File: src/rtl/jcl_pkg.sv
package jcl_pkg;

    localparam int WORD_W    = 32;
    localparam int PRE_WORDS = 5;
    localparam int RST_TCKS  = 5;
    localparam int IDLE_TCKS = 12;

    typedef enum logic [3:0] {
        ST_IDLE,
        ST_RST,
        ST_TO_RTI,
        ST_TO_SIR,
        ST_SIR,
        ST_UPD_IR,
        ST_TO_SDR,
        ST_SDR,
        ST_UPD_DR,
        ST_RUNIDLE,
        ST_END
    } seq_state_e;

    typedef struct packed {
        logic tms;
        logic tdi;
    } pin_pair_t;

    // Fixed shutdown/resync words sent ahead of the data when reconfiguring.
    function automatic logic [WORD_W-1:0] preamble_word(input int unsigned idx);
        case (idx)
            0:       return 32'hFFFF_FFFF;
            1:       return 32'hAA99_5566;
            2:       return 32'h3000_8001;
            3:       return 32'h0000_0007;
            default: return 32'h0000_0000;
        endcase
    endfunction

    // Bit at scan position pos of the chained instruction scan.
    // Position 0 is shifted first and lands in the device nearest TDO.
    function automatic logic chain_ir_bit(
        input int unsigned pos,
        input int unsigned ir_len,
        input int unsigned ndev,
        input int unsigned target,
        input logic        startup,
        input logic [31:0] ld_op,
        input logic [31:0] bp_op,
        input logic [31:0] su_op
    );
        int unsigned dev_i;
        int unsigned bit_i;
        logic [31:0] op;
        dev_i = ndev - 1 - (pos / ir_len);
        bit_i = pos % ir_len;
        op    = startup ? su_op : ((dev_i == target) ? ld_op : bp_op);
        return op[bit_i[4:0]];
    endfunction

endpackage

File: src/rtl/jcl_tck_div.sv
module jcl_tck_div #(
    parameter int HALF_DIV = 2
) (
    input  logic clk,
    input  logic rst,
    input  logic run,
    input  logic hold,
    output logic tck,
    output logic fall_tick
);
    localparam int CNTW = (HALF_DIV > 1) ? $clog2(HALF_DIV) : 1;
    localparam logic [CNTW-1:0] CNT_TOP = CNTW'(HALF_DIV - 1);

    logic [CNTW-1:0] cnt_q;
    logic            tck_q;
    logic            at_top;

    assign at_top    = (cnt_q == CNT_TOP);
    assign fall_tick = run && tck_q && at_top && !hold;
    assign tck       = tck_q;

    always_ff @(posedge clk) begin
        if (rst || !run) begin
            cnt_q <= '0;
            tck_q <= 1'b0;
        end else if (at_top) begin
            if (!(tck_q && hold)) begin
                cnt_q <= '0;
                tck_q <= ~tck_q;
            end
        end else begin
            cnt_q <= cnt_q + 1'b1;
        end
    end

    // a held high phase never falls while the data bit is missing
    a_r10_hold_high: assert property (@(posedge clk) disable iff (rst)
        (run && tck_q && at_top && hold) |=> tck_q);

endmodule

File: src/rtl/jcl_word_ser.sv
module jcl_word_ser #(
    parameter int WORDS_PER_DEV = 4
) (
    input  logic        clk,
    input  logic        rst,
    input  logic        clr,
    input  logic        use_pre,
    input  logic        take,
    input  logic        in_valid,
    output logic        in_ready,
    input  logic [31:0] in_data,
    output logic        bit_o,
    output logic        bit_ok
);
    import jcl_pkg::*;

    localparam int WCW = $clog2(PRE_WORDS + WORDS_PER_DEV + 1);
    localparam int LW  = $clog2(WORD_W + 1);

    logic [WORD_W-1:0] sh_q;
    logic [LW-1:0]     left_q;
    logic [WCW-1:0]    wcnt_q;
    logic [WCW-1:0]    total;
    logic              need;
    logic              from_pre;
    logic              load;

    assign total    = use_pre ? WCW'(PRE_WORDS + WORDS_PER_DEV) : WCW'(WORDS_PER_DEV);
    assign need     = !clr && (left_q == '0) && (wcnt_q < total);
    assign from_pre = use_pre && (wcnt_q < WCW'(PRE_WORDS));
    assign in_ready = need && !from_pre;
    assign load     = need && (from_pre || in_valid);
    assign bit_o    = sh_q[WORD_W-1];
    assign bit_ok   = (left_q != '0);

    always_ff @(posedge clk) begin
        if (rst || clr) begin
            sh_q   <= '0;
            left_q <= '0;
            wcnt_q <= '0;
        end else if (load) begin
            sh_q   <= from_pre ? preamble_word(32'(wcnt_q)) : in_data;
            left_q <= LW'(WORD_W);
            wcnt_q <= wcnt_q + 1'b1;
        end else if (take && bit_ok) begin
            sh_q   <= {sh_q[WORD_W-2:0], 1'b0};
            left_q <= left_q - 1'b1;
        end
    end

    // an accepted stream word is presented MSB first on the next cycle
    a_r5_msb_first: assert property (@(posedge clk) disable iff (rst)
        (in_valid && in_ready) |=> (bit_ok && (bit_o == $past(in_data[WORD_W-1]))));

endmodule

File: src/rtl/jtag_chain_loader.sv
module jtag_chain_loader #(
    parameter int              NUM_DEV       = 3,
    parameter int              IR_LEN        = 6,
    parameter int              WORDS_PER_DEV = 4,
    parameter int              HALF_DIV      = 2,
    parameter logic [IR_LEN-1:0] LOAD_OP     = 'h05,
    parameter logic [IR_LEN-1:0] BYPASS_OP   = '1,
    parameter logic [IR_LEN-1:0] START_OP    = 'h0C
) (
    input  logic        clk,
    input  logic        rst,
    input  logic        start,
    input  logic        reconfig,
    input  logic        cfg_valid,
    output logic        cfg_ready,
    input  logic [31:0] cfg_data,
    output logic        tck,
    output logic        tms,
    output logic        tdi,
    output logic        busy,
    output logic        done
);
    import jcl_pkg::*;

    localparam int IR_TOT   = NUM_DEV * IR_LEN;
    localparam int BITS_PL  = WORDS_PER_DEV * WORD_W;
    localparam int BITS_PRE = (PRE_WORDS + WORDS_PER_DEV) * WORD_W;
    localparam int SCAN_MAX = BITS_PRE + NUM_DEV + IR_TOT + IDLE_TCKS;
    localparam int CW       = $clog2(SCAN_MAX + 1);
    localparam int DW       = (NUM_DEV > 1) ? $clog2(NUM_DEV) : 1;

    seq_state_e  st_q, st_nx;
    logic [CW-1:0] step_q, step_nx;
    logic [DW-1:0] dev_q, dev_nx;
    logic        fin_q, fin_nx;
    logic        busy_q, done_q, kick_q, pre_q;
    pin_pair_t   pins_q, pins_nx;
    logic        take;
    logic        emit;
    logic        fall_tick;
    logic        hold;
    logic        ser_bit, ser_ok, ser_clr;
    logic [CW-1:0] data_bits, scan_len;

    assign data_bits = pre_q ? CW'(BITS_PRE) : CW'(BITS_PL);
    assign scan_len  = data_bits + CW'(dev_q);
    assign emit      = kick_q || fall_tick;
    assign hold      = (st_q == ST_SDR) && (step_q < data_bits) && !ser_ok;
    assign ser_clr   = !((st_q == ST_TO_SDR) || (st_q == ST_SDR));

    jcl_tck_div #(.HALF_DIV(HALF_DIV)) u_div (
        .clk       (clk),
        .rst       (rst),
        .run       (busy_q && !kick_q),
        .hold      (hold),
        .tck       (tck),
        .fall_tick (fall_tick)
    );

    jcl_word_ser #(.WORDS_PER_DEV(WORDS_PER_DEV)) u_ser (
        .clk      (clk),
        .rst      (rst),
        .clr      (ser_clr),
        .use_pre  (pre_q),
        .take     (take),
        .in_valid (cfg_valid),
        .in_ready (cfg_ready),
        .in_data  (cfg_data),
        .bit_o    (ser_bit),
        .bit_ok   (ser_ok)
    );

    // Pin values for the TCK cycle that starts at this emit event.
    always_comb begin
        pins_nx = '{tms: 1'b0, tdi: 1'b0};
        st_nx   = st_q;
        step_nx = step_q + 1'b1;
        dev_nx  = dev_q;
        fin_nx  = fin_q;
        take    = 1'b0;
        case (st_q)
            ST_RST: begin
                pins_nx.tms = 1'b1;
                if (step_q == CW'(RST_TCKS - 1)) begin
                    st_nx = ST_TO_RTI; step_nx = '0;
                end
            end
            ST_TO_RTI: begin
                st_nx = ST_TO_SIR; step_nx = '0;
            end
            ST_TO_SIR: begin
                pins_nx.tms = (step_q < CW'(2));
                if (step_q == CW'(3)) begin
                    st_nx = ST_SIR; step_nx = '0;
                end
            end
            ST_SIR: begin
                pins_nx.tdi = chain_ir_bit(32'(step_q), IR_LEN, NUM_DEV, 32'(dev_q), fin_q,
                                           32'(LOAD_OP), 32'(BYPASS_OP), 32'(START_OP));
                pins_nx.tms = (step_q == CW'(IR_TOT - 1));
                if (step_q == CW'(IR_TOT - 1)) begin
                    st_nx = ST_UPD_IR; step_nx = '0;
                end
            end
            ST_UPD_IR: begin
                pins_nx.tms = (step_q == '0);
                if (step_q == CW'(1)) begin
                    step_nx = '0;
                    st_nx   = fin_q ? ST_RUNIDLE : ST_TO_SDR;
                end
            end
            ST_TO_SDR: begin
                pins_nx.tms = (step_q == '0);
                if (step_q == CW'(2)) begin
                    st_nx = ST_SDR; step_nx = '0;
                end
            end
            ST_SDR: begin
                if (step_q < data_bits) begin
                    pins_nx.tdi = ser_bit;
                    take        = emit;
                end
                pins_nx.tms = (step_q == scan_len - 1'b1);
                if (step_q == scan_len - 1'b1) begin
                    st_nx = ST_UPD_DR; step_nx = '0;
                end
            end
            ST_UPD_DR: begin
                pins_nx.tms = (step_q == '0);
                if (step_q == CW'(1)) begin
                    step_nx = '0;
                    if (dev_q == DW'(NUM_DEV - 1)) begin
                        st_nx  = ST_RST;
                        fin_nx = 1'b1;
                    end else begin
                        dev_nx = dev_q + 1'b1;
                        st_nx  = ST_TO_SIR;
                    end
                end
            end
            ST_RUNIDLE: begin
                if (step_q == CW'(IDLE_TCKS - 1)) begin
                    st_nx = ST_END; step_nx = '0;
                end
            end
            default: ;
        endcase
    end

    always_ff @(posedge clk) begin
        if (rst) begin
            st_q   <= ST_IDLE;
            step_q <= '0;
            dev_q  <= '0;
            fin_q  <= 1'b0;
            busy_q <= 1'b0;
            done_q <= 1'b0;
            kick_q <= 1'b0;
            pre_q  <= 1'b0;
            pins_q <= '{tms: 1'b1, tdi: 1'b0};
        end else begin
            kick_q <= 1'b0;
            if (st_q == ST_IDLE) begin
                if (start) begin
                    st_q   <= ST_RST;
                    step_q <= '0;
                    dev_q  <= '0;
                    fin_q  <= 1'b0;
                    busy_q <= 1'b1;
                    done_q <= 1'b0;
                    kick_q <= 1'b1;
                    pre_q  <= reconfig;
                end
            end else if (emit) begin
                if (st_q == ST_END) begin
                    st_q   <= ST_IDLE;
                    busy_q <= 1'b0;
                    done_q <= 1'b1;
                end else begin
                    pins_q <= pins_nx;
                    st_q   <= st_nx;
                    step_q <= step_nx;
                    dev_q  <= dev_nx;
                    fin_q  <= fin_nx;
                end
            end
        end
    end

    assign tms  = pins_q.tms;
    assign tdi  = pins_q.tdi;
    assign busy = busy_q;
    assign done = done_q;

    // pins move only while TCK is low
    a_r9_pins_on_low: assert property (@(posedge clk) disable iff (rst)
        (!$stable(tms) || !$stable(tdi)) |-> !tck);

    // TCK parked low whenever the sequencer is idle
    a_r12_tck_idle_low: assert property (@(posedge clk) disable iff (rst)
        !busy_q |-> !tck);

    // a start pulse during a run does not end or restart it
    a_r11_start_ignored: assert property (@(posedge clk) disable iff (rst)
        (busy_q && start && !emit) |=> (busy_q && $stable(dev_q) && $stable(st_q)));

    // the run ends only from the final idle phase, with done raised
    a_r8_done_at_end: assert property (@(posedge clk) disable iff (rst)
        $fell(busy_q) |-> (done_q && ($past(st_q) == ST_END)));

    // a data bit is never shifted out before the serialiser holds it
    a_r5_bit_ready: assert property (@(posedge clk) disable iff (rst)
        (emit && (st_q == ST_SDR) && (step_q < data_bits)) |-> ser_ok);

endmodule

File: config.mk
export PLATFORM = sky130hd
export DESIGN_NAME = jtag_chain_loader
export DESIGN_NICKNAME = d
export VERILOG_FILES = /design/src/rtl/jcl_pkg.sv /design/src/rtl/jcl_tck_div.sv /design/src/rtl/jcl_word_ser.sv /design/src/rtl/jtag_chain_loader.sv
export SDC_FILE = /design/constraint.sdc
export NUM_CORES = 1
export LEC_CHECK = 0
export ABC_AREA = 0
export CORE_MARGIN = 5
export CORE_UTILIZATION = 53
export DETAILED_ROUTE_END_ITERATION = 8
export PLACE_DENSITY = 0.77
export SLEW_MARGIN = 20
export SYNTH_ARGS = -nofsm -noshare
export SYNTH_HDL_FRONTEND = slang
export SYNTH_HIERARCHICAL = 1
export SYNTH_SLANG_ARGS = --single-unit
File: constraint.sdc
create_clock -name clk -period 4.2 [get_ports clk]
set_input_delay 0.63 -clock clk [delete_from_list [all_inputs] [get_ports clk]]
set_output_delay 0.63 -clock clk [all_outputs]
set_load 0.02 [all_outputs]
After elaboration in Yosys (flattened, before gate mapping)
Index checks and enable logic that the tools add are counted.
{"block": "word_totals", "out_inout_bits": 6, "memories": 0, "rom_bits": 0, "input_bits": 37, "reg_bits": 66, "ram_bits": 0, "word_cells": 184, "latch_bits": 0}
{"block": "op_classes", "bitwise": 4, "div_mod_pow": 2, "muxes": 68, "n_eq_ne": 33, "mul": 0, "n_reduce_logical": 48, "order_cmp": 5, "n_addsub": 8, "n_shift": 0}
{"operator": "32-bit one-hot mux with 4 select lines", "n": 1}
{"operator": "9-bit two-way mux", "n": 12}
{"operator": "32-bit two-way mux", "n": 3}
{"operator": "9-bit one-hot mux with 8 select lines", "n": 1}
{"operator": "4-bit two-way mux", "n": 14}
{"operator": "4-bit one-hot mux with 9 select lines", "n": 1}
{"operator": "9-bit by 3-bit divider with 32-bit output, second input constant", "n": 1}
{"operator": "32-bit by 2-bit == test with 1-bit output", "n": 1}
{"operator": "9-bit by 3-bit remainder unit with 32-bit output, second input constant", "n": 1}
{"operator": "2-bit by 32-bit subtractor with 32-bit output, first input constant", "n": 1}
{"operator": "6-bit two-way mux", "n": 4}
{"operator": "4-bit != test, second input constant", "n": 6}
{"operator": "1-bit two-way mux", "n": 21}
{"operator": "9-bit by 2-bit == test with 1-bit output, second input constant", "n": 2}
{"operator": "4-bit by 2-bit == test with 1-bit output, second input constant", "n": 4}
{"operator": "4-bit by 3-bit == test with 1-bit output, second input constant", "n": 4}
{"operator": "2-bit two-way mux", "n": 8}
{"operator": "1-bit logical AND", "n": 13}
{"operator": "4-bit == test, second input constant", "n": 3}
{"operator": "6-bit AND reduction", "n": 2}
{"operator": "2-bit nonzero test", "n": 6}
{"operator": "11-bit AND reduction", "n": 1}
{"operator": "11-bit nonzero test", "n": 1}
{"operator": "9-bit by 1-bit adder with 9-bit output, second input constant", "n": 1}
{"operator": "other kinds (35)", "n": 56}

Logic depth before layout (Yosys ltp)
Gate-level depths: netlist of run 1.
{"block": "depth", "depth_word": 12, "ltp_mapped": 20, "mapped_depth_nobuf": 16}

Hierarchy
The synthesis of run 1 kept the hierarchy.
{"module": "jtag_chain_loader", "area_each_um2": 2547.4, "cells_per_inst": 356, "n_inst": 1, "seq_area_each_um2": 440.4}
{"module": "jcl_word_ser", "area_each_um2": 2190.9, "cells_per_inst": 230, "n_inst": 1, "seq_area_each_um2": 840.8}
{"module": "jcl_tck_div", "area_each_um2": 88.8, "cells_per_inst": 9, "n_inst": 1, "seq_area_each_um2": 40.0}

Worst setup path before layout of run 1
Ideal clock, no wire load.
{"block": "synth_timing", "kind": "register -> register", "startpoint": "reg step_q[7]", "endpoint": "reg pins_q (netlist bit tdi)", "t_required_ns": 4.064, "setup_ns": 0.136, "synth_period_minus_slack_ns": 4.053, "arrival_time_ns": 3.917, "path_stages_with_launch": 19, "slack_ns": 0.147, "path_buffers": 2, "path_cell_list": "dfxtp_1 > buf_2 > clkbuf_1 > ha_1 > and4bb_1 > o221ai_4 > nand2_1 > or4_1 > a31oi_1 > a22o_2 > nand3_1 > ha_1 > nor4b_1 > and3_1 > ha_1 > nor4_1 > nand3_1 > a21oi_2 > o32ai_2"}
{"block": "synth_via", "elab_chain_len": 8, "word_cells_on_any_way": 17, "cone_classes": "add/sub (1); div (2); order compare (1); eq/ne (1); mux (6); reduce/logical (6)"}
{"item": "start: declaration", "line_no": "jtag_chain_loader.sv:33", "source": "logic [CW-1:0] step_q, step_nx;"}
{"item": "start signal: assignment", "line_no": "jtag_chain_loader.sv:182", "source": "step_q <= step_nx;"}
{"item": "9-bit by 3-bit divider with 32-bit output", "line_no": "jcl_pkg.sv:53", "source": "dev_i = ndev - 1 - (pos / ir_len);"}
{"item": "2-bit by 32-bit subtractor with 32-bit output", "line_no": "jcl_pkg.sv:53"}
{"item": "32-bit by 2-bit == test with 1-bit output", "line_no": "jcl_pkg.sv:55", "source": "op = startup ? su_op : ((dev_i == target) ? ld_op : bp_op);"}
{"item": "6-bit two-way mux (2 in series)", "line_no": "jcl_pkg.sv:55"}
{"item": "1-bit binary-select mux with 5-bit select", "line_no": "jcl_pkg.sv:56", "source": "return op[bit_i[4:0]];"}
{"item": "1-bit two-way mux (implied by the code)", "line_no": "jcl_pkg.sv:56"}
{"item": "1-bit one-hot mux with 2 select lines", "line_no": "jtag_chain_loader.sv:81", "source": "case (st_q)"}
{"item": "end signal: assignment", "line_no": "jtag_chain_loader.sv:160", "source": "pins_q <= '{tms: 1'b1, tdi: 1'b0};"}
{"item": "end signal: assignment", "line_no": "jtag_chain_loader.sv:180", "source": "pins_q <= pins_nx;"}
{"item": "end: declaration", "line_no": "jtag_chain_loader.sv:37", "source": "pin_pair_t pins_q, pins_nx;"}
Several ways; a longest one is shown, not always the timed one. The select of a mux whose other input is x is not followed.
A chain may end at the register's enable or synchronous reset.

Final worst setup path of run 1
{"block": "layout_timing", "startpoint": "reg step_q[8]", "endpoint": "reg pins_q (netlist bit tdi)"}
The elaborated chain is that of the path after synthesis.

==> run_summary.xml, run 1 <==
<?xml version="1.0" encoding="UTF-8"?>
<metrics>
  <group name="sta">
    <metric name="max_slew.worst_pin.slew" unit="ns">1.00</metric>
    <metric name="setup-violations-final" unit="">0</metric>
    <metric name="grt_setup_unrepaired" unit="">false</metric>
    <metric name="finalCriticalPeriod" unit="ns">3.98</metric>
    <metric name="fin_crit_sh" unit="%">94.7</metric>
    <metric name="final.setup_skew" unit="ns">0.0108</metric>
    <metric name="timing.fmax" unit="GHz">0.251</metric>
    <metric name="slew-limit-headroom" unit="%">32.8</metric>
    <metric name="whs" unit="ns">0.464</metric>
    <metric name="timing.final.max_slew_violations" unit="">0</metric>
    <metric name="timing.setup.tns" unit="ns">0</metric>
    <metric name="hold_viol" unit="">0</metric>
  </group>
  <group name="placed_design">
    <metric name="io_buffer_count" unit="">42</metric>
    <metric name="placedCellCount" unit="">715</metric>
    <metric name="dp.final_hpwl" unit="um">8770</metric>
    <metric name="gpl.final_weighted_congestion" unit="">0.964</metric>
    <metric name="placed_area" unit="um2">5290</metric>
  </group>
  <group name="layout">
    <metric name="flow.area_growth_from_synthesis" unit="%">15.1</metric>
    <metric name="final-instance-count-excl-fill" unit="">736</metric>
    <metric name="fin_area" unit="um2">5560</metric>
    <metric name="antenna_cells_inserted" unit="">0</metric>
    <metric name="post_route_cells_drive_above_1_share" unit="%">12.1</metric>
    <metric name="final_nets" unit="">682</metric>
  </group>
  <group name="synth">
    <metric name="synth.net_count" unit="">654</metric>
    <metric name="syn-instance-count" unit="">595</metric>
    <metric name="asyncSetResetFlopFracSynth" unit="%">0</metric>
    <metric name="post_synth_num_cell_types" unit="">83</metric>
    <metric name="ys_ff_latch" unit="">66</metric>
    <metric name="synthFlopType" unit="">dfxtp_1</metric>
    <metric name="synth_enable_flop_cells" unit="">0</metric>
    <metric name="synth.avg_cell_area" unit="um2">8.11</metric>
    <metric name="ys_seq_area_share" unit="%">27.4</metric>
    <metric name="post_synth_instance_area" unit="um2">4830</metric>
    <metric name="synth-warning-count" unit="">6</metric>
  </group>
  <group name="clocking">
    <metric name="cts_tree" unit="">built</metric>
    <metric name="clock-root-buffer" unit="">clkbuf_8</metric>
    <metric name="cts.sinks" unit="">66</metric>
    <metric name="worstSkewPairLatency" unit="ns">0.35</metric>
    <metric name="h-tree-depth" unit="">3</metric>
    <metric name="cts.hold.buffers_added" unit="">0</metric>
    <metric name="cts_buffer_depth" unit="">2</metric>
    <metric name="clkTransAtPathRegs" unit="ns">0.07</metric>
    <metric name="cts_inserted_buffers" unit="">9</metric>
  </group>
  <group name="global_routing">
    <metric name="met2_usage" unit="%">35.7</metric>
    <metric name="grt.overflow.total" unit="">0</metric>
    <metric name="global_route.usage.met3" unit="%">4.40</metric>
    <metric name="global_route.usage.total" unit="%">21.5</metric>
    <metric name="number_of_global_route_vias_before_repair" unit="">4239</metric>
    <metric name="grt_antenna_before_repair" unit="">0</metric>
    <metric name="grt_max_degree" unit="">73</metric>
    <metric name="grt.busiest_layer" unit="">met2</metric>
    <metric name="global_route.usage.met1" unit="%">28.6</metric>
    <metric name="grt_pass1_wl" unit="um">20300</metric>
  </group>
  <group name="detailed_routing">
    <metric name="ant_nets" unit="">0</metric>
    <metric name="routed_wirelength" unit="um">12200</metric>
    <metric name="avgViaCountPerCell" unit="">6.34</metric>
    <metric name="route.detailed.drc" unit="">0</metric>
    <metric name="initialDrtViolationCount" unit="">341</metric>
    <metric name="routed-via-count" unit="">4664</metric>
    <metric name="routedWlPerCell" unit="um">16.6</metric>
    <metric name="drt_pass_1_iters" unit="">5</metric>
  </group>
  <group name="die">
    <metric name="ios" unit="">43</metric>
    <metric name="core.rowCount" unit="">34</metric>
    <metric name="initial_core_util" unit="%">54.8</metric>
    <metric name="core" unit="um2">8810</metric>
    <metric name="floorplan_die_width" unit="um">105</metric>
    <metric name="die_h" unit="um">105</metric>
    <metric name="floorplan_die_area" unit="um2">11100</metric>
  </group>
  <group name="setup_path">
    <metric name="path_class" unit="">register to register</metric>
    <metric name="worst-endpoint-required" unit="ns">4.42</metric>
    <metric name="ff2ff_setup_slack" unit="ns">0.22</metric>
    <metric name="crit_fanout" unit="">6</metric>
    <metric name="worst_ep_arrival_time" unit="ns">4.20</metric>
    <metric name="crit_end_category" unit="">register</metric>
    <metric name="crit_path_start_kind" unit="">register</metric>
  </group>
  <group name="power_and_ir_drop">
    <metric name="leakagePower" unit="nW">1.80</metric>
    <metric name="power.ir.vdd_worst" unit="V">0.000213</metric>
    <metric name="fin_total_pwr" unit="mW">1.65</metric>
    <metric name="power.density" unit="nW/um2">298</metric>
  </group>
  <group name="min_path">
    <metric name="holdCritPathClass" unit="">register to register</metric>
  </group>
  <group name="run">
    <metric name="drv.max_cap_violation_count" unit="">0</metric>
  </group>
  <group name="run_status">
    <metric name="outcome" unit="">complete, no violations</metric>
  </group>
</metrics>
==> cell type report <==
type                            instances  area (um2)
Fill cell                             755        3250
Multi-Input combinational cell        454        3210
Sequential cell                        66        1320
Timing Repair Buffer                   64         598
Clock buffer                           11         151
Tap cell                              108         135
Inverter                               28         105
Clock inverter                          5        36.3
==> synth_stat cells, types with 13 or more instances <==
cell / n / area (um2)
nand2_1: 32 / 120
a21oi_1: 43 / 215
o21ai_0: 23 / 115
inv_1: 24 / 90.1
nor3_1: 13 / 65.1
clkbuf_1: 28 / 105
ha_1: 22 / 275
mux2i_1: 33 / 330
nor2_1: 45 / 169
nand3_1: 28 / 140
dfxtp_1: 66 / 1320
a211oi_1: 62 / 465
==> layer usage <==
layer  part of all wire, %  up-vias
li1                      -     2299
met1                    44     2163
met2                    47      179
met3                   7.0       23
met4                   1.3        0
met5                     0        -
==> sequential cells by signal, indices dropped and copies added, names as in the netlist, 2 cells and up <==
register,count
u_ser/left_q,6
dev_q,2
u_ser/sh_q,32
st_q,4
step_q,9
u_ser/wcnt_q,4
==> path summary, 6_finish.rpt <==
| check | start | end | cells past startpoint |
|---|---|---|---|
| min reg2reg | tms | tms | 1 |
| max reg2reg | step_q[8] | tdi | 17 |
| min | tms | tms | 1 |
| max | step_q[8] | tdi | 17 |
==> report_power, final <==
group | internal, mW | switching, mW | total (mW)
Combinational | 0.189 | 0.296 | 0.485
Clock | 0.247 | 0.253 | 0.500
Sequential | 0.647 | 0.0214 | 0.669
Total | 1.08 | 0.570 | 1.65
==> critical path: stages, from the launching register on <==
cell      delay (ns)
dfxtp_1         0.32
ha_1            0.33
and4bb_1        0.33
o221ai_4        0.16
buf_4           0.19
a32oi_1         0.18
nor2_1          0.09
or4_1           0.49
o211ai_1        0.13
nand3_1         0.11
ha_1            0.22
nor4b_2         0.26
and3_1          0.21
ha_1            0.23
nor4_1          0.27
nand3_1         0.12
a21oi_2         0.12
o32ai_2         0.08
==> placed cells by master (no fill, tap or decap), drive strengths merged, types with 6 or more instances in the layout <==
master         synthesis  routed
dfxtp                 66      66
a211oi                63      63
nor2                  46      46
a21oi                 45      45
clkdlybuf4s50          0      42
mux2i                 33      33
nand2                 32      32
nand3                 28      28
inv                   26      27
o21ai                 27      27
ha                    22      22
buf                   19      22
nor3                  15      15
clkbuf                28      11
xor2                   8       8
a31oi                  8       8
nor4                   8       8
or3                    8       8
nor2b                  7       7
xnor2                  6       6
o221ai                 6       6
==> cells by family after synthesis <==
family	share of synthesized area (%)
AOI/OAI and AO/OA	29.0
and+or+nand+nor	21.0
buffers and inverters	7.02
DFF	27.4
muxes	7.08
adders and majority gates	5.91
xor gates and xnor gates	2.70
==> what timing repair did <==
action                     4_1_cts  5_1_grt
setup endpoints to repair        0        1
buffers inserted                 0        4
resized for setup                0        6
==> per-stage QoR <==
step,setup WS (ns),util [%]
final,0.224,63.1
after global routing,0.00951,63.1
after CTS,0.0221,62.2
after detailed placement,0.0383,60.1
after global placement,0.188,60.1
after floorplan,0.147,-
Note: power is estimated with default switching activity, not from simulation.
==> run 2: changes to the inputs <==
- CAP_MARGIN: unset -> 20
- CORE_UTILIZATION: 53 -> 29
- PLACE_DENSITY: 0.77 -> 0.53
==> run_summary.xml, run 2 (synthesized netlist as in run 1, its figures left out) <==
<?xml version="1.0" encoding="UTF-8"?>
<metrics>
  <group name="run_status">
    <metric name="outcome" unit="">complete, no violations</metric>
  </group>
  <group name="sta">
    <metric name="timing.final.max_slew_violations" unit="">0</metric>
    <metric name="final.setup_skew" unit="ns">0.00699</metric>
    <metric name="finalCriticalPeriod" unit="ns">3.94</metric>
    <metric name="slew-limit-headroom" unit="%">30.9</metric>
    <metric name="max_slew.worst_pin.slew" unit="ns">1.03</metric>
    <metric name="setup-violations-final" unit="">0</metric>
    <metric name="whs" unit="ns">0.459</metric>
    <metric name="timing.setup.tns" unit="ns">0</metric>
    <metric name="grt_setup_unrepaired" unit="">false</metric>
    <metric name="timing.fmax" unit="GHz">0.254</metric>
    <metric name="hold_viol" unit="">0</metric>
    <metric name="fin_crit_sh" unit="%">93.7</metric>
  </group>
  <group name="layout">
    <metric name="antenna_cells_inserted" unit="">0</metric>
    <metric name="largest-register" unit="">u_ser/sh_q</metric>
    <metric name="layout.cells.most_common" unit="">dfxtp_1</metric>
    <metric name="layout.filler_cells" unit="">1730</metric>
    <metric name="flow.area_growth_from_synthesis" unit="%">20.5</metric>
    <metric name="highest_count_cells_in_the_layout_ignoring_fill_and_taps" unit="">dfxtp_1 (66), a211oi_1 (62), nor2_1 (45), a21oi_1 (43), clkdlybuf4s50_1 (42)</metric>
    <metric name="final_nets" unit="">684</metric>
    <metric name="layout_top_registers" unit="">u_ser/sh_q x32, step_q x9, u_ser/left_q x6</metric>
    <metric name="fin_util" unit="%">35.3</metric>
    <metric name="max_ffs_per_register" unit="">32</metric>
    <metric name="post_route_cells_drive_above_1_share" unit="%">11.9</metric>
  </group>
  <group name="detailed_routing">
    <metric name="avgViaCountPerCell" unit="">5.44</metric>
    <metric name="initialDrtViolationCount" unit="">353</metric>
    <metric name="drt_pass_1_iters" unit="">5</metric>
    <metric name="routed_wirelength" unit="um">13100</metric>
    <metric name="ant_nets" unit="">0</metric>
    <metric name="route.detailed.drc" unit="">0</metric>
    <metric name="routedWlPerCell" unit="um">15.4</metric>
    <metric name="routed-via-count" unit="">4627</metric>
  </group>
  <group name="setup_path">
    <metric name="r2r_end" unit="">tdi</metric>
    <metric name="ff2ff_setup_slack" unit="ns">0.26</metric>
    <metric name="crit_path_start_kind" unit="">register</metric>
    <metric name="crit_fanout" unit="">6</metric>
    <metric name="worst-endpoint-required" unit="ns">4.41</metric>
    <metric name="endpoint_of_the_most_critical_setup_path" unit="">tdi</metric>
    <metric name="ff2ff_path_depth" unit="">16</metric>
    <metric name="path_class" unit="">register to register</metric>
    <metric name="cp-startpoint" unit="">step_q[8]</metric>
    <metric name="worst_ep_arrival_time" unit="ns">4.15</metric>
    <metric name="crit_end_category" unit="">register</metric>
    <metric name="r2r-start" unit="">step_q[8]</metric>
  </group>
  <group name="global_routing">
    <metric name="grt_antenna_before_repair" unit="">0</metric>
    <metric name="global_route.usage.met1" unit="%">19.0</metric>
    <metric name="grt_pass1_wl" unit="um">21900</metric>
    <metric name="global_route.usage.met3" unit="%">3.10</metric>
    <metric name="grt.overflow.total" unit="">0</metric>
    <metric name="number_of_global_route_vias_before_repair" unit="">4366</metric>
    <metric name="grt.busiest_layer" unit="">met2</metric>
    <metric name="global_route.usage.total" unit="%">13.2</metric>
    <metric name="met2_usage" unit="%">20.1</metric>
    <metric name="grt_max_degree" unit="">41</metric>
  </group>
  <group name="die">
    <metric name="core.rowCount" unit="">47</metric>
    <metric name="core" unit="um2">16500</metric>
    <metric name="die_h" unit="um">139</metric>
    <metric name="initial_core_util" unit="%">29.3</metric>
    <metric name="ios" unit="">43</metric>
    <metric name="floorplan_die_width" unit="um">139</metric>
    <metric name="floorplan_die_area" unit="um2">19300</metric>
  </group>
  <group name="power_and_ir_drop">
    <metric name="power.ir.vdd_worst" unit="V">0.000247</metric>
    <metric name="power.density" unit="nW/um2">326</metric>
    <metric name="leakagePower" unit="nW">1.86</metric>
  </group>
  <group name="clocking">
    <metric name="h-tree-depth" unit="">3</metric>
    <metric name="worstSkewPairLatency" unit="ns">0.33</metric>
    <metric name="cts.sinks" unit="">66</metric>
    <metric name="cts_inserted_buffers" unit="">9</metric>
    <metric name="cts_tree" unit="">built</metric>
    <metric name="cts.hold.buffers_added" unit="">0</metric>
    <metric name="clock-root-buffer" unit="">clkbuf_16</metric>
    <metric name="clkTransAtPathRegs" unit="ns">0.06</metric>
    <metric name="cts_buffer_depth" unit="">2</metric>
  </group>
  <group name="placed_design">
    <metric name="gpl.final_weighted_congestion" unit="">0.869</metric>
    <metric name="io_buffer_count" unit="">42</metric>
    <metric name="dp.final_hpwl" unit="um">9450</metric>
  </group>
  <group name="min_path">
    <metric name="holdCritPathClass" unit="">register to register</metric>
    <metric name="worstHoldPathCells" unit="">2</metric>
  </group>
  <group name="run">
    <metric name="drv.max_cap_violation_count" unit="">0</metric>
  </group>
</metrics>
run 2: cell count changes in the layout (fill, tap and decap cells not counted), sizes merged:
cell | before | now
buf | 22 | 24
bufinv | 0 | 1
clkbuf | 11 | 10
run 2: worst min-delay path by stage:
stage / from / end / slack (ns)
final: done / done / 0.46
after global routing: busy / busy / 0.50
after CTS: done / done / 0.46
after detailed placement: done / done / 0.46
after global placement: tms / tms / 0.45
after floorplan: u_div/at_top / u_div/at_top / 0.44
run 2: power breakdown:
| part | internal, mW | total, mW | switching [mW] |
|---|---|---|---|
| clock network | 0.460 | 0.747 | 0.287 |
| logic | 0.188 | 0.478 | 0.291 |
| registers | 0.648 | 0.673 | 0.0251 |
run 2: layout make-up:
| class | instances | area [um2] | share of cell area [%] |
|---|---|---|---|
| clock inverters | 6 | 66.3 | 1.14 |
| flip-flops and latches | 66 | 1320 | 22.7 |
| inverters | 28 | 105 | 1.81 |
| multi-input cells | 454 | 3210 | 55.1 |
| well taps | 220 | 275 | 4.73 |
| clock buffers | 10 | 229 | 3.94 |
| repair buffers | 66 | 613 | 10.5 |
run 2: timing repair:
item                                    CTS  global route
endpoints found under the setup margin    0             1
setup buffers                             0             3
gates resized for setup                   0             4
run 2: metal layers:
metal	share of wire, %	vias to the layer above
met1	49	2183
met3	5.0	9
met5	0	-
met4	0.66	0
li1	-	2306
met2	45	129
run 2: metrics by stage:
stage	setup WS, ns	cells	cell area (um2)	power, mW
final	0.264	850	5820	1.90
after global routing	0.0242	850	5820	2.00
after global placement	0.280	831	5480	1.16
after detailed placement	0.123	831	5480	1.16
after CTS	0.110	847	5770	1.92
after floorplan	0.147	595	4830	1.01
run 2: worst max-delay path, stage by stage, from the launching register on:
cell and delay, ns:
dfxtp_1 0.31, ha_1 0.32, and3b_1 0.21, a221o_2 0.43, nor2_4 0.18, o221ai_2 0.13
or3_1 0.45, a21oi_4 0.17, nand3_1 0.10, ha_1 0.23, nor4b_2 0.26, and3_1 0.22
ha_1 0.24, nor4_2 0.23, nand3_1 0.12, a21oi_2 0.13, o32ai_2 0.08
==> run 3: changes to the inputs <==
- CORE_ASPECT_RATIO: unset -> 0.5
==> run_summary.xml, run 3 (synthesized netlist as in run 1, its figures left out) <==
<?xml version="1.0" encoding="UTF-8"?>
<metrics>
  <group name="power_and_ir_drop">
    <metric name="clock_power_share" unit="%">39.0</metric>
    <metric name="netSwitchingPower" unit="mW">0.614</metric>
    <metric name="share_comb_of_total_power" unit="%">26.3</metric>
    <metric name="power.density" unit="nW/um2">326</metric>
    <metric name="leakagePower" unit="nW">1.91</metric>
    <metric name="seq_power_share" unit="%">34.6</metric>
    <metric name="fin_total_pwr" unit="mW">1.93</metric>
    <metric name="switching_share" unit="%">31.8</metric>
    <metric name="intPower" unit="mW">1.31</metric>
    <metric name="power.ir.vdd_worst" unit="V">0.000189</metric>
  </group>
  <group name="sta">
    <metric name="finalCriticalPeriod" unit="ns">3.99</metric>
    <metric name="final.setup_skew" unit="ns">0.00612</metric>
    <metric name="fin_crit_sh" unit="%">95.1</metric>
    <metric name="whs" unit="ns">0.460</metric>
    <metric name="setup-violations-final" unit="">0</metric>
    <metric name="timing.fmax" unit="GHz">0.250</metric>
    <metric name="timing.setup.tns" unit="ns">0</metric>
    <metric name="max_slew.worst_pin.slew" unit="ns">1.03</metric>
    <metric name="hold_viol" unit="">0</metric>
    <metric name="slew-limit-headroom" unit="%">31.1</metric>
    <metric name="timing.final.max_slew_violations" unit="">0</metric>
  </group>
  <group name="setup_path">
    <metric name="crit_fanout" unit="">7</metric>
    <metric name="cp-startpoint" unit="">step_q[8]</metric>
    <metric name="cp_slowest_cell" unit="">or4_4</metric>
    <metric name="path_cells" unit="">ha_1 &gt; and3b_1 &gt; a221o_2 &gt; o21ai_1 &gt; a21oi_1 &gt; or4_4 &gt; o211ai_1 &gt; nand3_1 &gt; ha_2 &gt; nor4b_2 &gt; and3_1 &gt; ha_1 &gt; nor4_2 &gt; nand3_1 &gt; a21oi_2 &gt; o32ai_2</metric>
    <metric name="crit_end_category" unit="">register</metric>
    <metric name="worst_ep_arrival_time" unit="ns">4.20</metric>
    <metric name="crit_path_start_kind" unit="">register</metric>
    <metric name="r2r-start" unit="">step_q[8]</metric>
    <metric name="path_class" unit="">register to register</metric>
    <metric name="ff2ff_path_depth" unit="">16</metric>
    <metric name="ff2ff_setup_slack" unit="ns">0.21</metric>
    <metric name="slowest_delay" unit="ns">0.51</metric>
    <metric name="worst-endpoint-required" unit="ns">4.41</metric>
  </group>
  <group name="clocking">
    <metric name="worstSkewPairLatency" unit="ns">0.34</metric>
    <metric name="cts.sinks" unit="">66</metric>
    <metric name="h-tree-depth" unit="">3</metric>
    <metric name="cts_buffer_depth" unit="">2</metric>
    <metric name="cts_tree" unit="">built</metric>
    <metric name="cts.hold.buffers_added" unit="">0</metric>
    <metric name="clock-root-buffer" unit="">clkbuf_16</metric>
    <metric name="cts_inserted_buffers" unit="">9</metric>
    <metric name="clkTransAtPathRegs" unit="ns">0.06</metric>
  </group>
  <group name="layout">
    <metric name="flow.area_growth_from_synthesis" unit="%">22.5</metric>
    <metric name="layout.cells.most_common" unit="">dfxtp_1</metric>
    <metric name="multiInputGateArea" unit="um2">3210</metric>
    <metric name="highest_count_cells_in_the_layout_ignoring_fill_and_taps" unit="">dfxtp_1 (66), a211oi_1 (62), nor2_1 (44), a21oi_1 (43), clkdlybuf4s50_1 (42)</metric>
    <metric name="antenna_cells_inserted" unit="">0</metric>
    <metric name="layout.filler_cells" unit="">1716</metric>
    <metric name="largest-register" unit="">u_ser/sh_q</metric>
    <metric name="max_ffs_per_register" unit="">32</metric>
    <metric name="fin_area" unit="um2">5910</metric>
    <metric name="post_route_cells_drive_above_1_share" unit="%">13.8</metric>
    <metric name="final_nets" unit="">693</metric>
    <metric name="fin_util" unit="%">36.2</metric>
    <metric name="layout_top_registers" unit="">u_ser/sh_q x32, step_q x9, u_ser/left_q x6</metric>
    <metric name="ff_latch_area" unit="um2">1320</metric>
  </group>
  <group name="die">
    <metric name="initial_core_util" unit="%">29.5</metric>
    <metric name="ios" unit="">43</metric>
    <metric name="floorplan_die_area" unit="um2">19500</metric>
    <metric name="floorplan_die_width" unit="um">192</metric>
    <metric name="die_h" unit="um">101</metric>
    <metric name="core.rowCount" unit="">33</metric>
    <metric name="core" unit="um2">16400</metric>
  </group>
  <group name="detailed_routing">
    <metric name="ant_nets" unit="">0</metric>
    <metric name="routed_wirelength" unit="um">13100</metric>
    <metric name="met1_length" unit="um">6280</metric>
    <metric name="route.detailed.drc" unit="">0</metric>
    <metric name="drt_pass_1_iters" unit="">7</metric>
    <metric name="route.top_layer_used" unit="">met4</metric>
    <metric name="dr_wl_met3" unit="um">545</metric>
    <metric name="initialDrtViolationCount" unit="">353</metric>
    <metric name="routed-via-count" unit="">4647</metric>
    <metric name="wl_met2" unit="um">6060</metric>
    <metric name="routedWlPerCell" unit="um">15.1</metric>
    <metric name="avgViaCountPerCell" unit="">5.37</metric>
  </group>
  <group name="global_routing">
    <metric name="global_route.usage.total" unit="%">13.5</metric>
    <metric name="number_of_global_route_vias_before_repair" unit="">4388</metric>
    <metric name="grt_antenna_before_repair" unit="">0</metric>
    <metric name="grt_max_degree" unit="">67</metric>
    <metric name="grt_pass1_wl" unit="um">21800</metric>
    <metric name="grt.overflow.total" unit="">0</metric>
  </group>
  <group name="min_path">
    <metric name="worstHoldPathCells" unit="">2</metric>
    <metric name="min_from" unit="">done</metric>
    <metric name="holdCritPathClass" unit="">register to register</metric>
  </group>
  <group name="run_status">
    <metric name="outcome" unit="">complete, no violations</metric>
  </group>
  <group name="placed_design">
    <metric name="dp.final_hpwl" unit="um">9310</metric>
    <metric name="io_buffer_count" unit="">42</metric>
    <metric name="gpl.final_weighted_congestion" unit="">0.892</metric>
    <metric name="placed_area" unit="um2">5530</metric>
  </group>
  <group name="run">
    <metric name="drv.max_cap_violation_count" unit="">0</metric>
  </group>
</metrics>
==> run 3: changes by cell type in the layout (fill, tap and decap cells not counted), sizes merged <==
cell	change
buf	+9
clkinvlp	-1
clkinv	+2
clkbuf	-1
==> run 3: what timing repair did <==
| action | CTS | global route |
|---|---|---|
| gates resized for setup | 0 | 5 |
| endpoints found under the hold margin | 0 | 0 |
| setup endpoints to repair | 0 | 1 |
| buffers inserted | 0 | 6 |
==> run 3: routing by layer <==
metal  vias to the layer above  global-route usage, %
met5                         -                      0
met4                         0                   3.94
met3                        19                   3.03
met2                       112                   22.4
met1                      2191                   17.8
li1                       2325                      -
==> run 3: path summary, 6_finish.rpt <==
path,to
max,tdi
min,done
max reg2reg,tdi
min reg2reg,done
==> run 3: layout make-up <==
class	instances	area share (%)
repair buffers	75	11.8
multi-input cells	454	54.3
clock buffers	9	3.81
flip-flops and latches	66	22.3
clock inverters	7	1.16
well taps	227	4.80
inverters	28	1.78
==> run 3: critical path: cells and delay by family (launching register included) <==
kind	cells	cell delay, ns
AO/OA/AOI/OAI	6	1.10
flip-flops	1	0.31
adder cells (fa/ha/maj)	3	0.77
AND/OR/NAND/NOR	7	1.67
==> run 3: power by group through the flow <==
stage / Combinational, mW / Sequential (mW) / Clock (mW)
3_5_place_dp: 0.505 / 0.681 / 0
6_report: 0.508 / 0.668 / 0.753
5_1_grt: 0.563 / 0.670 / 0.800
3_3_place_gp: 0.505 / 0.681 / 0
4_1_cts: 0.507 / 0.668 / 0.770
2_1_floorplan: 0.332 / 0.681 / 0
==> run 3: per-stage QoR <==
stage	setup WS (ns)	cells
3_3_place_gp	0.235	842
5_1_grt	-0.0580	866
2_1_floorplan	0.147	595
4_1_cts	0.121	859
3_5_place_dp	0.149	843
6_report	0.207	866
